$ cat src/rtl/lk_pkg.sv
package lk_pkg;
    localparam int ADDR_W = 19;
    localparam int STAT_W = 8;

    typedef enum logic [1:0] {
        LVL_NONE = 2'b00,
        LVL_16K  = 2'b10,
        LVL_64K  = 2'b11
    } lk_lvl_t;

    typedef enum logic [1:0] {
        OP_PROG = 2'b00,
        OP_PAGE = 2'b01,
        OP_SECT = 2'b10,
        OP_CHIP = 2'b11
    } lk_op_t;

    typedef struct packed {
        logic [ADDR_W-1:0] lo;
        logic [ADDR_W-1:0] hi;
    } lk_span_t;

    localparam logic [ADDR_W-1:0] ID_ADDR_BOT = ADDR_W'(2);
    localparam logic [ADDR_W-1:0] ID_ADDR_TOP = {ADDR_W{1'b1}} ^ ADDR_W'(13);

    function automatic lk_lvl_t lvl_widen(lk_lvl_t cur, lk_lvl_t req);
        return (req > cur) ? req : cur;
    endfunction

    function automatic logic span_overlap(lk_span_t a, lk_span_t b);
        return (a.lo <= b.hi) && (b.lo <= a.hi);
    endfunction
endpackage

$ cat src/rtl/lk_store.sv
module lk_store
    import lk_pkg::*;
#(
    parameter lk_lvl_t RESET_TOP   = LVL_NONE,
    parameter lk_lvl_t RESET_BOT   = LVL_NONE,
    parameter int      BUSY_CYCLES = 100
) (
    input  logic    clk,
    input  logic    rst,
    input  logic    set_valid,
    input  logic    set_big,
    input  logic    set_top,
    output lk_lvl_t top_lvl,
    output lk_lvl_t bot_lvl,
    output logic    busy
);
    localparam int CNT_W = $clog2(BUSY_CYCLES + 1);

    logic [CNT_W-1:0] cnt;
    lk_lvl_t          req_lvl;
    logic             take;

    assign req_lvl = set_big ? LVL_64K : LVL_16K;
    assign take    = set_valid && (cnt == '0);
    assign busy    = (cnt != '0);

    always_ff @(posedge clk) begin
        if (rst) begin
            top_lvl <= RESET_TOP;
            bot_lvl <= RESET_BOT;
            cnt     <= '0;
        end else begin
            if (take) begin
                if (set_top) top_lvl <= lvl_widen(top_lvl, req_lvl);
                else         bot_lvl <= lvl_widen(bot_lvl, req_lvl);
                cnt <= CNT_W'(BUSY_CYCLES);
            end else if (cnt != '0) begin
                cnt <= cnt - 1'b1;
            end
        end
    end
endmodule

$ cat src/rtl/lk_guard.sv
module lk_guard
    import lk_pkg::*;
#(
    parameter int SMALL_LOG = 14,
    parameter int BIG_LOG   = 16,
    parameter int PAGE_LOG  = 12,
    parameter int SECT_LOG  = 16
) (
    input  logic              clk,
    input  logic              rst,
    input  logic              chk_valid,
    input  lk_op_t            chk_op,
    input  logic [ADDR_W-1:0] chk_addr,
    input  lk_lvl_t           top_lvl,
    input  lk_lvl_t           bot_lvl,
    output logic              chk_done,
    output logic              chk_refuse
);
    localparam logic [ADDR_W-1:0] ONES    = {ADDR_W{1'b1}};
    localparam logic [ADDR_W-1:0] SMALL_M = ONES >> (ADDR_W - SMALL_LOG);
    localparam logic [ADDR_W-1:0] BIG_M   = ONES >> (ADDR_W - BIG_LOG);
    localparam logic [ADDR_W-1:0] PAGE_M  = ONES >> (ADDR_W - PAGE_LOG);
    localparam logic [ADDR_W-1:0] SECT_M  = ONES >> (ADDR_W - SECT_LOG);

    logic [ADDR_W-1:0] op_mask;
    lk_span_t          op_span;
    logic [1:0]        end_hit;

    always_comb begin
        unique case (chk_op)
            OP_PROG: op_mask = '0;
            OP_PAGE: op_mask = PAGE_M;
            OP_SECT: op_mask = SECT_M;
            default: op_mask = ONES;
        endcase
        op_span.lo = chk_addr & ~op_mask;
        op_span.hi = chk_addr | op_mask;
    end

    // index 0: bottom end, index 1: top end
    for (genvar e = 0; e < 2; e++) begin : g_end
        lk_lvl_t           lv;
        logic [ADDR_W-1:0] size_m;
        lk_span_t          region;

        assign lv     = (e == 1) ? top_lvl : bot_lvl;
        assign size_m = (lv == LVL_64K) ? BIG_M : SMALL_M;

        if (e == 1) begin : g_top
            assign region.lo = ~size_m;
            assign region.hi = ONES;
        end else begin : g_bot
            assign region.lo = '0;
            assign region.hi = size_m;
        end

        assign end_hit[e] = (lv != LVL_NONE) && span_overlap(op_span, region);
    end

    always_ff @(posedge clk) begin
        if (rst) begin
            chk_done   <= 1'b0;
            chk_refuse <= 1'b0;
        end else begin
            chk_done   <= chk_valid;
            chk_refuse <= chk_valid && (end_hit != 2'b00);
        end
    end
endmodule

$ cat src/rtl/lk_idread.sv
module lk_idread
    import lk_pkg::*;
(
    input  logic              clk,
    input  logic              rst,
    input  logic [ADDR_W-1:0] id_addr,
    input  lk_lvl_t           top_lvl,
    input  lk_lvl_t           bot_lvl,
    output logic [STAT_W-1:0] id_status
);
    lk_lvl_t sel;

    always_comb begin
        if (id_addr == ID_ADDR_BOT)      sel = bot_lvl;
        else if (id_addr == ID_ADDR_TOP) sel = top_lvl;
        else                             sel = LVL_NONE;
    end

    always_ff @(posedge clk) begin
        if (rst) id_status <= '0;
        else     id_status <= {{(STAT_W-2){1'b0}}, sel};
    end
endmodule

$ cat src/rtl/lk_boot_guard.sv
module lk_boot_guard
    import lk_pkg::*;
#(
    parameter lk_lvl_t RESET_TOP   = LVL_NONE,
    parameter lk_lvl_t RESET_BOT   = LVL_NONE,
    parameter int      BUSY_CYCLES = 100,
    parameter int      SMALL_LOG   = 14,
    parameter int      BIG_LOG     = 16,
    parameter int      PAGE_LOG    = 12,
    parameter int      SECT_LOG    = 16
) (
    input  logic        clk,
    input  logic        rst,
    input  logic        set_valid,
    input  logic        set_big,
    input  logic        set_top,
    output logic        busy,
    input  logic        chk_valid,
    input  logic [1:0]  chk_op,
    input  logic [18:0] chk_addr,
    output logic        chk_done,
    output logic        chk_refuse,
    input  logic [18:0] id_addr,
    output logic [7:0]  id_status
);
    lk_lvl_t top_lvl;
    lk_lvl_t bot_lvl;
    lk_op_t  op_q;

    assign op_q = lk_op_t'(chk_op);

    lk_store #(
        .RESET_TOP  (RESET_TOP),
        .RESET_BOT  (RESET_BOT),
        .BUSY_CYCLES(BUSY_CYCLES)
    ) u_store (
        .clk      (clk),
        .rst      (rst),
        .set_valid(set_valid),
        .set_big  (set_big),
        .set_top  (set_top),
        .top_lvl  (top_lvl),
        .bot_lvl  (bot_lvl),
        .busy     (busy)
    );

    lk_guard #(
        .SMALL_LOG(SMALL_LOG),
        .BIG_LOG  (BIG_LOG),
        .PAGE_LOG (PAGE_LOG),
        .SECT_LOG (SECT_LOG)
    ) u_guard (
        .clk       (clk),
        .rst       (rst),
        .chk_valid (chk_valid),
        .chk_op    (op_q),
        .chk_addr  (chk_addr),
        .top_lvl   (top_lvl),
        .bot_lvl   (bot_lvl),
        .chk_done  (chk_done),
        .chk_refuse(chk_refuse)
    );

    lk_idread u_id (
        .clk      (clk),
        .rst      (rst),
        .id_addr  (id_addr),
        .top_lvl  (top_lvl),
        .bot_lvl  (bot_lvl),
        .id_status(id_status)
    );
endmodule

$ cat config.mk
export PLATFORM = sky130hd
export DESIGN_NAME = lk_boot_guard
export DESIGN_NICKNAME = d
export VERILOG_FILES = /design/src/rtl/lk_pkg.sv /design/src/rtl/lk_store.sv /design/src/rtl/lk_guard.sv /design/src/rtl/lk_idread.sv /design/src/rtl/lk_boot_guard.sv
export SDC_FILE = /design/constraint.sdc
export NUM_CORES = 1
export LEC_CHECK = 0
export BUFFER_PORTS_ARGS = -buffer_cell sky130_fd_sc_hd__buf_2
export CORE_ASPECT_RATIO = 0.9
export CORE_UTILIZATION = 40
export CTS_CLUSTER_DIAMETER = 50
export DETAILED_ROUTE_END_ITERATION = 16
export HOLD_SLACK_MARGIN = 0.1
export MAX_ROUTING_LAYER = met4
export PLACE_DENSITY = 0.8
export SLEW_MARGIN = 5
export SYNTH_ARGS = -nofsm -noshare
export SYNTH_HDL_FRONTEND = slang
export SYNTH_SLANG_ARGS = --single-unit
$ cat constraint.sdc
create_clock -name clk -period 2.55 [get_ports clk]
set_input_delay 0.51 -clock clk [delete_from_list [all_inputs] [get_ports clk]]
set_output_delay 0.51 -clock clk [all_outputs]
set_load 0.005 [all_outputs]
# After elaboration in Yosys (flattened, before gate mapping)
# Index checks and enable logic that the tools add are counted.
# Widths: inputs -> output; s select.
word_totals:
  register_bits: 21
  input_bits: 46
  out_inout_bits: 11
  elab_cells: 50
classes:
  addsub: 1
  n_lt_le_gt_ge: 6
  eq_ne: 6
  n_mux: 8
  bitwise: 5
  n_reduce_logical: 16
op_table:
  columns: ["operator", "count"]
  rows:
  - ["$pmux 19 s3", 1]
  - ["$le 19x19->1", 2]
  - ["$not 19->19", 2]
  - ["$mux 16", 2]
  - ["$and 19x19->19", 1]
  - ["$eq 19x19->1 const B", 1]
  - ["$eq 19x2->1 const B", 1]
  - ["$le 1x19->1 const A", 1]
  - ["$le 19x19->1 const B", 1]
  - ["$or 19x19->19", 1]
  - ["$mux 7", 2]
  - ["$reduce_bool 2->1", 4]
  - ["$logic_not 7->1", 1]
  - ["$reduce_bool 7->1", 1]
  - ["$sub 7x1->7 const B", 1]
  - ["$eq 2x2->1 const B", 3]
  - ["$logic_and 1x1->1", 6]
  - ["$reduce_and 3->1", 2]
  - ["$gt 2x2->1", 2]
  - ["$mux 2", 2]
  - ["$eq 2x1->1 const B", 1]
  - ["$logic_not 2->1", 1]
  - ["$reduce_or 2->1", 1]
  - ["$mux 1", 1]
  - ["$not 1->1", 1]

# Longest topological paths before layout
logic_depth:
  word_depth: 9
  depth_mapped: 6
  depth_no_buf: 6

# By module
# From an unflattened synthesis, not the netlist that was laid out.
unflattened:
  hier_cells: 131
  hier_area_um2: 1077.3
by_module_without_submodules:
  columns: ["module", "instances", "cells_each", "area_each_um2", "seq_area_each_um2"]
  rows:
  - ["lk_store", 1, 67, 613.1, 220.2]
  - ["lk_guard", 1, 38, 275.3, 40.0]
  - ["lk_idread", 1, 26, 188.9, 40.0]

# Worst setup path after synthesis
# No wires, ideal clock.
synth_timing:
  path_kind: "register to register"
  startpoint: "reg u_store.cnt[2]"
  endpoint: "reg u_store.cnt[0]"
  setup_ns: 0.067
  arrival_ns: 1.754
  t_required_ns: 2.483
  slack_ns: 0.728
  path_stages_with_launch: 7
  path_buffers: 1
  synth_period_minus_slack_ns: 1.822
  path_cell_list: "dfxtp_1 > or4_1 > buf_2 > nor3b_4 > inv_2 > or3_1 > a21oi_2"
synth_between:
  word_cells_on_any_way: 4
  classes_between: "4 x reduce/logical"
synth_rtl:
  columns: ["element", "line_no", "text"]
  rows:
  - ["start, declared", "lk_store.sv:19", "logic [CNT_W-1:0] cnt;"]
  - ["start signal, assigned", "lk_store.sv:36", "cnt <= CNT_W'(BUSY_CYCLES);"]
  - ["start signal, assigned", "lk_store.sv:38", "cnt <= cnt - 1'b1;"]
  - ["$reduce_bool 7->1", null, null]
  - ["via busy", "lk_boot_guard.sv:17", "output logic busy,"]
# The timed path passes the listed nets, and every way through them passes these cells.
# A chain may end at the register's enable or synchronous reset.

# Final worst setup path
layout_timing:
  startpoint: "reg u_store.cnt[2]"
  endpoint: "out busy"
layout_between:
  elab_chain_len: 1
layout_lines:
  columns: ["element", "line_no", "text"]
  rows:
  - ["$reduce_bool 7->1", "lk_store.sv:25", "assign busy = (cnt != '0);"]
  - ["end, declared", "lk_boot_guard.sv:17", null]
# No other way between the ends.

==> Implementation_results.wiki <==
{| class="wikitable"
! Metric !! Value
|-
| Crit Path Max Fanout || 6
|-
| DRC || 0
|-
| Unrepaired setup endpoints after global routing || false
|-
| Critical Path Sink Type || output port
|-
| Cell breakdown of the critical path || or4_1 -> nor3b_4 -> inv_2 -> buf_2
|-
| Max Fclk || 0.4178 GHz
|-
| Mapped Area || slightly above 1000 sq um
|-
| Setup violators final || 0
|-
| Leak Pwr || a little under 0.6 nW
|-
| Setup bufs post-CTS || 0
|-
| Standard-cell rows || 17
|-
| Initial antenna violation count || 0
|-
| Maximum VDD drop || around 0.70 mV
|-
| Run status || complete, no violations
|-
| Width of the die || 55.42 microns
|-
| Antenna Cells || 0
|-
| Gate family responsible for the most delay along the worst path || simple AND/OR/NAND/NOR gates
|-
| Placeable core region || 2446 sq um
|-
| WP buf/inv || 2
|-
| Final critical-path share of the clock period || 0.9387
|-
| Sink count of the clock tree || 15
|-
| Cell count after placement || 201
|-
| Max Slew Vio Count || 0
|-
| CTS root buffer || clkbuf_4
|-
| Routed length per placed instance || 12.40 microns
|-
| Primary flip-flop cell chosen by synthesis mapping || dfxtp_1
|-
| Hold slack final || 0.4992 ns
|-
| Global route total overflow || 0
|-
| Area Overhead vs Synth || 26.92%
|-
| Number of cells upsized or downsized after cts || 0
|-
| Post-route minimum period || between 2 and 2.5 ns
|-
| Total via count after detailed routing || ~1100
|-
| Cts bufs inserted || 3
|-
| Data arrival time of the critical path || about 1.9 ns
|-
| Netlist cell types || 37
|-
| Setup Crit Path Kind || reg2out
|-
| Number of synthesized flops with an enable pin || 0
|-
| Sequential element share of the synthesized area || 0.2923
|-
| Biggest cell delay along the critical path || about 0.67 ns
|-
| Top cells by count, synth || dfxtp_1 (15), nor2_1 (11), ha_1 (8), nand2_1 (8)
|-
| Layout cell share with drive strength beyond 1 || 0.3277
|-
| Yosys warns || 0
|-
| Post-synthesis async set-or-reset flop share || 0
|-
| Flops & latches, synth || 15
|-
| Global-route wire length before repair || around 4100 microns
|-
| Yosys top cell area share || 0.2923
|-
| Post-detailed-route count of antenna-violating nets || 0
|-
| Combined area of the multi-input logic cells || about 670 sq um
|-
| Starting utilization of the core area || 0.4199
|-
| Top-count cell post-synth || dfxtp_1
|-
| Worst hold-check path type || in2reg
|-
| Die boundary height || between 50 and 60 microns
|-
| Final total negative setup slack || 0 ns
|-
| Count of filler cells inserted in the layout || about 240
|-
| CP Launch Type || flop
|-
| Number of nets in the finished design || roughly 230
|-
| Total length of routed wires || 2541 microns
|-
| Die Outline Area || 2775 sq um
|-
| Buffers on Ports || 50
|-
| Final Hold Viols || 0
|-
| Largest net degree at the start of global routing || 15
|-
| Utilization of the core after routing || 0.5330
|-
| Slowest cell on crit path || or4_1
|-
| Slew of the pin with the lowest slew margin || 0.5197 ns
|-
| Data required time of the worst path || just over 2 ns
|-
| Number of maximum-capacitance violations || 0
|-
| Number of ports placed on the die boundary || 57
|-
| Number of global-route vias before repair || roughly 1000
|-
| Clock-pin slew reported for the worst setup and hold paths after clock tree synthesis || roughly 0.090 ns
|-
| Final instance count without filler cells || ~210
|-
| Max_slew headroom || 0.6486
|-
| Gp weighted congestion || 0.9692
|-
| Synthesized instance count || about 130
|-
| Clock Tree Buf Depth || 2
|-
| Dominant cells by area after synthesis || dfxtp_1 (29%), ha_1 (9.7%), buf_4 (4.4%)
|-
| DR pass1 iterations || 5
|-
| Clock latency on the worst-skew pair || ~0.28 ns
|-
| Post-DR vias/cell || ~5.5
|-
| DRT iter0 DRCs || 74
|-
| Largest area contributor in the netlist || dfxtp_1
|-
| HPWL after detailed placement || roughly 2100 microns
|-
| Worst clock skew on the final layout || between 0.003 and 0.004 ns
|-
| Post-synthesis area per instance || slightly above 8 sq um
|-
| Cell Pwr Density || roughly 700 nW/um^2
|-
| Total routing resource utilization after global routing || 0.1844
|-
| Sequential cell area || ~300 sq um
|-
| TritonCTS clock tree || done
|-
| Hold buffers post-CTS || 0
|-
| Maximum level of the CTS H-tree || 1
|}
cells in the final DEF, fill, tap and decap left out, drive strengths merged:
master,n
o21ai,3
nor2b,3
conb,6
ha,8
nor3,6
nand3b,1
a221o,1
inv,6
and3,4
or3,1
nand2b,2
or4,3
and4,2
a31oi,2
a21oi,7
clkbuf,4
o21ba,1
mux2,1
nand3,6
a211oi,4
nor4b,4
o22ai,2
xor2,1
nand4,5
o31ai,2
dfxtp,15
nor2,11
nor3b,1
nor4,3
mux2i,2
o2111ai,1
xnor2,1
buf,50
nand2,8
per-layer routing:
| metal | up-vias | track usage | wire [microns] | part of all wire |
|---|---|---|---|---|
| met2 | 43 | 0.3815 | 1334 | 0.52 |
| li1 | 569 | - | - | - |
| met3 | 2 | 0.05249 | 172 | 0.068 |
| met1 | 518 | 0.1691 | 1029 | 0.40 |
| met5 | - | - | 0 | 0 |
| met4 | 0 | 0.02500 | 4 | 0.0016 |
cell families after synthesis:
group / count (synthesis) / share of synthesized area
mux: 3 / 0.03045
xor+xnor: 2 / 0.01706
flops: 15 / 0.2923
other cells: 1 / 0.003651
compound gates: 23 / 0.1486
buf+inv: 14 / 0.07429
simple gates: 60 / 0.3362
fa+ha+maj: 8 / 0.09745
final timing paths:
path / slack [ns] / endpoint / cells after the start / from
worst max-delay path: 0.16 / busy / 4 / u_store.cnt[2]
worst min-delay path: 0.50 / u_store.top_lvl[1] / 3 / set_top
worst max register to register: 0.57 / u_store.bot_lvl[0] / 4 / u_store.cnt[2]
worst min register to register: 0.50 / u_store.cnt[5] / 1 / u_store.cnt[5]
worst register-to-register path, cell delays in order, from the launching register on:
cell,delay [ns]
dfxtp_1,0.36
or4_1,0.67
nor4b_1,0.55
mux2i_1,0.25
nor2_1,0.05
metrics by stage:
stage	cell area [sq um]	setup WS, ns	power [mW]
CTS	1304	0.1672	0.9063
floorplan	1046	0.7284	0.6589
global placement	1277	0.5349	0.7413
finish	1304	0.1564	0.9047
global route	1304	0.09819	0.9647
detailed placement	1277	0.4902	0.7661
area by class of cell:
type | count | area share
inverters | 6 | 0.01727
clock buffers | 4 | 0.02015
multi-input cells | 102 | 0.5134
repair buffers | 50 | 0.1919
flip-flops and latches | 15 | 0.2303
well taps | 28 | 0.02687
power breakdown:
group,switching (mW),internal (mW),total [mW]
sequential,0.0595,0.290,0.350
combinational,0.220,0.200,0.420
clock,0.0747,0.0608,0.136
total,0.354,0.551,0.905
flip-flops by register name, indices dropped and copies added, names as in the netlist:
signal              cells
u_store.cnt             7
u_store.top_lvl         2
u_guard.chk_done        1
u_store.bot_lvl         2
u_guard.chk_refuse      1
u_id.id_status          2
No activity file was read; power rests on OpenSTA's default activity.
